## config.mk

```make
export PLATFORM = sky130hd
export DESIGN_NAME = tmr_tick_gen
export DESIGN_NICKNAME = d
export VERILOG_FILES = /design/src/rtl/tick_pkg.sv /design/src/rtl/tick_cfg_reg.sv /design/src/rtl/tick_pin_edge.sv /design/src/rtl/tick_prescaler.sv /design/src/rtl/tmr_tick_gen.sv
export SDC_FILE = /design/constraint.sdc
export NUM_CORES = 1
export LEC_CHECK = 0
export BUFFER_PORTS_ARGS = -buffer_cell sky130_fd_sc_hd__buf_2
export CORE_MARGIN = 3
export CORE_UTILIZATION = 49
export CTS_BUF_LIST = sky130_fd_sc_hd__clkbuf_16
export DETAILED_ROUTE_END_ITERATION = 10
export GPL_TIMING_DRIVEN = 0
export PLACE_DENSITY = 0.75
export RECOVER_POWER = 50
export REMOVE_ABC_BUFFERS = 1
export SLEW_MARGIN = 30
export SYNTH_ARGS = -nofsm -noshare
export SYNTH_HDL_FRONTEND = slang
export SYNTH_SLANG_ARGS = --single-unit
```

## constraint.sdc

```tcl
create_clock -name clk -period 2 [get_ports clk]
set_clock_uncertainty 0.15 [all_clocks]
set_input_delay 0 -clock clk [delete_from_list [all_inputs] [get_ports clk]]
set_output_delay 0 -clock clk [all_outputs]
set_load 0.005 [all_outputs]
```

## src/rtl/tick_pkg.sv

```systemverilog
package tick_pkg;
  typedef enum logic [1:0] {
    SRC_BUS  = 2'b00,
    SRC_FIX  = 2'b01,
    SRC_FALL = 2'b10,
    SRC_RISE = 2'b11
  } tick_src_e;

  localparam int CFG_W = 8;
  localparam int PSC_W = 4;

  typedef struct packed {
    tick_src_e        src;
    logic [PSC_W-1:0] psc;
  } tick_cfg_t;
endpackage

```

## src/rtl/tick_cfg_reg.sv

```systemverilog
module tick_cfg_reg
  import tick_pkg::*;
(
  input  logic             clk,
  input  logic             rst_n,
  input  logic             we,
  input  logic [CFG_W-1:0] wdata,
  output logic [CFG_W-1:0] rdata,
  output tick_cfg_t        cfg
);
  localparam int FLD_W = $bits(tick_cfg_t);

  always_ff @(posedge clk or negedge rst_n) begin
    if (!rst_n) begin
      cfg <= '{src: SRC_BUS, psc: '0};
    end else if (we) begin
      cfg <= tick_cfg_t'(wdata[FLD_W-1:0]);
    end
  end

  assign rdata = {{(CFG_W-FLD_W){1'b0}}, cfg};
endmodule

```

## src/rtl/tick_pin_edge.sv

```systemverilog
module tick_pin_edge #(
  parameter int SYNC_STAGES = 2
) (
  input  logic clk,
  input  logic rst_n,
  input  logic pin,
  output logic rise,
  output logic fall
);
  localparam int CHAIN = SYNC_STAGES + 1;

  logic [CHAIN-1:0] chain_q;

  always_ff @(posedge clk or negedge rst_n) begin
    if (!rst_n) chain_q <= '0;
    else        chain_q <= {chain_q[CHAIN-2:0], pin};
  end

  assign rise =  chain_q[SYNC_STAGES-1] & ~chain_q[SYNC_STAGES];
  assign fall = ~chain_q[SYNC_STAGES-1] &  chain_q[SYNC_STAGES];
endmodule

```

## src/rtl/tick_prescaler.sv

```systemverilog
module tick_prescaler #(
  parameter int DIV_W = 8,
  parameter int SEL_W = 4
) (
  input  logic             clk,
  input  logic             rst_n,
  input  logic             src_tick,
  input  logic [SEL_W-1:0] sel,
  output logic             en_out
);
  localparam logic [SEL_W-1:0] SEL_MAX = SEL_W'(DIV_W);

  logic [DIV_W-1:0] div_q;
  logic [DIV_W-1:0] mask;
  logic [SEL_W-1:0] sel_sat;
  logic             hit;

  assign sel_sat = (sel > SEL_MAX) ? SEL_MAX : sel;

  for (genvar i = 0; i < DIV_W; i++) begin : g_mask
    assign mask[i] = (sel_sat > SEL_W'(i));
  end

  assign hit = &(div_q | ~mask);

  always_ff @(posedge clk or negedge rst_n) begin
    if (!rst_n) begin
      div_q  <= '0;
      en_out <= 1'b0;
    end else begin
      en_out <= src_tick & hit;
      if (src_tick) div_q <= div_q + 1'b1;
    end
  end
endmodule

```

## src/rtl/tmr_tick_gen.sv

```systemverilog
module tmr_tick_gen
  import tick_pkg::*;
#(
  parameter int DIV_W       = 8,
  parameter int SYNC_STAGES = 2
) (
  input  logic       clk,
  input  logic       rst_n,
  input  logic       cfg_we,
  input  logic [7:0] cfg_wdata,
  output logic [7:0] cfg_rdata,
  input  logic       fix_tick,
  input  logic       ext_pin,
  output logic       cnt_en
);
  tick_cfg_t cfg;
  logic      pin_rise;
  logic      pin_fall;
  logic      src_tick;

  tick_cfg_reg u_cfg (
    .clk   (clk),
    .rst_n (rst_n),
    .we    (cfg_we),
    .wdata (cfg_wdata),
    .rdata (cfg_rdata),
    .cfg   (cfg)
  );

  tick_pin_edge #(.SYNC_STAGES(SYNC_STAGES)) u_pin (
    .clk   (clk),
    .rst_n (rst_n),
    .pin   (ext_pin),
    .rise  (pin_rise),
    .fall  (pin_fall)
  );

  always_comb begin
    unique case (cfg.src)
      SRC_BUS:  src_tick = 1'b1;
      SRC_FIX:  src_tick = fix_tick;
      SRC_FALL: src_tick = pin_fall;
      SRC_RISE: src_tick = pin_rise;
      default:  src_tick = 1'b0;
    endcase
  end

  tick_prescaler #(.DIV_W(DIV_W), .SEL_W(PSC_W)) u_psc (
    .clk      (clk),
    .rst_n    (rst_n),
    .src_tick (src_tick),
    .sel      (cfg.psc),
    .en_out   (cnt_en)
  );
endmodule

```

==> out/qor.yml <==
setup_path:
  crit-reg2reg-launch: "u_cfg.cfg[4]"
  worst_ep_arrival_time_ns: 1.89
  crit_end: "u_cfg.cfg[5]"
  timing.critical_path.slowest_cell_delay_ns: 0.55
  slowest_stage: "sky130_fd_sc_hd__dlygate4sd3_1"
  critical_path.reg2reg.endpoint: "u_psc.div_q[1]"
  cp-startpoint: "cfg_wdata[5]"
  setup.reg_to_reg.worst_slack_ns: 0.24
  reg2regPathDepth: 3
  critPathMostFrequentCell: "sky130_fd_sc_hd__dlygate4sd3_1"
  worstPathCellList: "dlygate4sd3_1 -> buf_2 -> nand2_1 -> dlygate4sd3_1 -> o21ai_0 -> dlygate4sd3_1"
  worstSetupStartpointType: "input pin"
  cp_data_required_time_ns: 1.98
  cp_max_fo: 1
  setup_cp_type: "input pin to flip-flop"
  timing.critical_path.to_type: "flip-flop"
route:
  vias: 622
  route.detailed.drc: 0
  vias_cell: 5.32
  drtIter0Drc: 9
  totalWireLength_um: 1720
  route.detailed.wl_per_inst_um: 14.7
  detail_route.first_pass.iterations: 3
  drt.antenna.violating_nets: 0
floorplanning:
  die-width_um: 47.1
  dieArea_mm2: 0.00222
  design.portCount: 22
  core.rowCount: 14
  die_height_um: 47.1
  design.core.area_mm2: 0.00154
  starting_density: 0.537
sta:
  timing.final.setup_violations: 0
  worst_slew_margin_rel: 0.376
  worst-slew-pin-transition_ns: 0.936
  finalHoldWorstSlack_ns: 0.123
  min_period_over_period: 0.958
  period_needed_ns: 1.92
  final-hold-violation-count: 0
  fin_setup_tns_ns: 0
  maxSlewViolCount: 0
  maxClockFrequency_mhz: 522
  grt_setup_unrepaired: "false"
place:
  io_buffers: 17
  dp_hpwl_um: 975
  place.gp.congestion: 0.765
logic_synthesis:
  synth.area.top_cells: "sky130_fd_sc_hd__dfrtp_1 (54%), sky130_fd_sc_hd__mux2_2 (5.4%), sky130_fd_sc_hd__xor2_1 (5.3%)"
  muxShareOfSynthArea: 0.0726
  synth_xor_xnor_area_share: 0.0741
  synth_compound_area_frac: 0.0877
  yosys_register_bits: 18
  synth.distinct_cells: 27
  synth_top_family_by_area: "simple AND/OR/NAND/NOR gates"
  post-synth-top-area-cell: "sky130_fd_sc_hd__dfrtp_1"
  synth-seq-area-share: 0.545
  area_fraction_of_the_dominant_cell_type_after_synthesis: 0.545
  synthesis.yosys.warnings: 0
  synth-adder-area-share: 0.0151
  synth_area_in_simple_gates: 0.169
  synthesis.area_per_instance_um2: 12.5
  post_syn_instances: 66
  syn_area_um2: 827
global_route:
  globalRouteTotalUtil: 0.187
  grt_first_pass_wirelength_um: 2820
  antenna_found_initial: 0
  grt_overflow_total: 0
  grt_start_max_net_pins: 19
  number_of_global_route_vias_before_repair: 627
pwr:
  power.density_mw_per_mm2: 1080
  vdd_drop_max_v: 0.000765
  power.leakage_nw: 0.532
cells_and_area:
  layout-drive-gt1-share: 0.297
  antennaDiodeCount: 0
  final_core_utilization: 0.749
  number_of_nets_at_the_end_of_the_flow: 116
  area.growth.synth_to_final_pct: 39.6
  num-fill-cells: 105
job:
  maxCapViolCount: 0
min_path:
  holdCritPathClass: "input pin to flip-flop"
  hold_path.startpoint: "fix_tick"
clocking:
  clkTransAtPathRegs_ns: 0.05
  tritoncts: "built"
  clk_root_buffer_cell: "sky130_fd_sc_hd__clkbuf_16"
  clock_sinks: 18
  postCtsSetupBuffers: 0
  clockBufferDepth: 2
  cts_htree_levels: 1
  number_of_buffers_inserted_during_clock_tree_synthesis: 3
  clk_latency_ns: 0.25
run_status:
  status: "completed"
-- synth_stat cells --
cell                       instances
sky130_fd_sc_hd__xor2_1            5
sky130_fd_sc_hd__nand2_1           5
sky130_fd_sc_hd__a21oi_1           2
sky130_fd_sc_hd__inv_1             2
sky130_fd_sc_hd__mux2_4            1
sky130_fd_sc_hd__dfrtp_1          18
sky130_fd_sc_hd__a21boi_0          1
sky130_fd_sc_hd__a211oi_4          1
sky130_fd_sc_hd__o21ai_0           3
sky130_fd_sc_hd__nor4b_2           1
sky130_fd_sc_hd__a221oi_1          1
sky130_fd_sc_hd__mux2_2            4
sky130_fd_sc_hd__nand3_1           2
sky130_fd_sc_hd__or3_1             1
sky130_fd_sc_hd__nand2b_1          2
sky130_fd_sc_hd__buf_4             2
sky130_fd_sc_hd__clkbuf_1          1
sky130_fd_sc_hd__and4b_4           1
sky130_fd_sc_hd__nor4_2            1
sky130_fd_sc_hd__o221a_2           1
sky130_fd_sc_hd__conb_1            1
sky130_fd_sc_hd__nor2_1            2
sky130_fd_sc_hd__nor3_1            2
sky130_fd_sc_hd__nor3b_4           1
sky130_fd_sc_hd__nor3b_1           2
sky130_fd_sc_hd__xnor2_1           2
sky130_fd_sc_hd__ha_1              1
-- flip-flops by register name, summed over array words and instances, names as in the netlist --
name,cells
u_psc.en_out,1
u_cfg.cfg,6
u_psc.div_q,8
u_pin.chain_q,3
-- cells in the final DEF (no fill, tap or decap) --
master                          Yosys  final
sky130_fd_sc_hd__xor2_1             5      5
sky130_fd_sc_hd__o221a_2            1      1
sky130_fd_sc_hd__nor4_2             1      1
sky130_fd_sc_hd__nand2_1            5      5
sky130_fd_sc_hd__clkbuf_1           1      1
sky130_fd_sc_hd__clkinv_1           0      1
sky130_fd_sc_hd__clkbuf_16          0      3
sky130_fd_sc_hd__o21ai_0            3      3
sky130_fd_sc_hd__xnor2_1            2      2
sky130_fd_sc_hd__buf_2              0     16
sky130_fd_sc_hd__a221oi_1           1      1
sky130_fd_sc_hd__or3_1              1      1
sky130_fd_sc_hd__mux2_2             4      4
sky130_fd_sc_hd__inv_1              2      2
sky130_fd_sc_hd__nor3_1             2      2
sky130_fd_sc_hd__and4b_4            1      1
sky130_fd_sc_hd__dlygate4sd3_1      0     16
sky130_fd_sc_hd__nand3_1            2      2
sky130_fd_sc_hd__nor2_1             2      2
sky130_fd_sc_hd__a21oi_1            2      2
sky130_fd_sc_hd__nor3b_4            1      1
sky130_fd_sc_hd__conb_1             1      2
sky130_fd_sc_hd__a21boi_0           1      1
sky130_fd_sc_hd__dfrtp_1           18     18
sky130_fd_sc_hd__nor4b_2            1      1
sky130_fd_sc_hd__ha_1               1      1
sky130_fd_sc_hd__nor3b_1            2      2
sky130_fd_sc_hd__nand2b_1           2      2
sky130_fd_sc_hd__a211oi_4           1      1
sky130_fd_sc_hd__mux2_4             1      1
-- area by class of cell --
| class | count | area [um2] | area share |
|---|---|---|---|
| Clock buffer | 3 | 75.1 | 0.0650 |
| Clock inverter | 1 | 3.75 | 0.00325 |
| Inverter | 2 | 7.51 | 0.00650 |
| Multi-Input combinational cell | 44 | 354 | 0.307 |
| Sequential cell | 18 | 450 | 0.390 |
| Tap cell | 16 | 20.0 | 0.0173 |
| Timing Repair Buffer | 33 | 244 | 0.211 |
-- worst min-delay path by stage --
stage | end | slack, ns | cells after the start
6_report | u_psc.div_q[0] | 0.12 | 4
5_1_grt | u_psc.div_q[0] | 0.15 | 4
4_1_cts | u_cfg.cfg[2] | 0.07 | 2
3_5_place_dp | u_cfg.cfg[2] | -0.20 | 1
3_3_place_gp | u_cfg.cfg[5] | -0.21 | 1
2_1_floorplan | u_cfg.cfg[0] | -0.45 | 0
-- critical path, delay by kind of cell --
| family | cells | cell delay (ns) |
|---|---|---|
| compound gates | 1 | 0.07 |
| buf+inv | 4 | 1.76 |
| simple gates | 1 | 0.06 |
-- power by group --
part | switching (mW) | internal [mW] | total (mW)
logic | 0.131 | 0.165 | 0.296
registers | 0.0979 | 0.451 | 0.549
clock network | 0.131 | 0.266 | 0.397
total | 0.360 | 0.882 | 1.24
-- cell families (layout without fill, tap and decap cells) --
logic type	count (synthesis)	after routing
AOI/OAI and AO/OA	9	9
xor gates and xnor gates	7	7
adders and majority gates	1	1
buffers and inverters	5	39
DFF	18	18
muxes	5	5
other	1	2
and+or+nand+nor	20	20
-- layer usage --
| layer | vias to the layer above | track usage | share of wire | routed length [um] |
|---|---|---|---|---|
| met2 | 18 | 0.325 | 0.52 | 894 |
| met1 | 305 | 0.224 | 0.42 | 717 |
| met5 | - | 0 | 0 | 0 |
| met4 | 0 | 0.0829 | 0.015 | 25 |
| li1 | 295 | - | - | - |
| met3 | 4 | 0.0345 | 0.047 | 81 |
-- stage by stage --
stage	cells	worst slack (ns)	total power, mW	instance area, um2
after floorplan	64	0.355	0.727	812
after global placement	97	0.265	0.802	917
after detailed placement	97	0.270	0.809	917
after CTS	117	0.136	1.24	1160
after global routing	117	0.0105	1.31	1150
final	117	0.0845	1.24	1150
-- timing repair --
item,in CTS,in global routing
hold buffers,16,0
gates resized for setup,0,0
hold endpoints to repair,25,0
No activity file was read; power rests on OpenSTA's default activity.
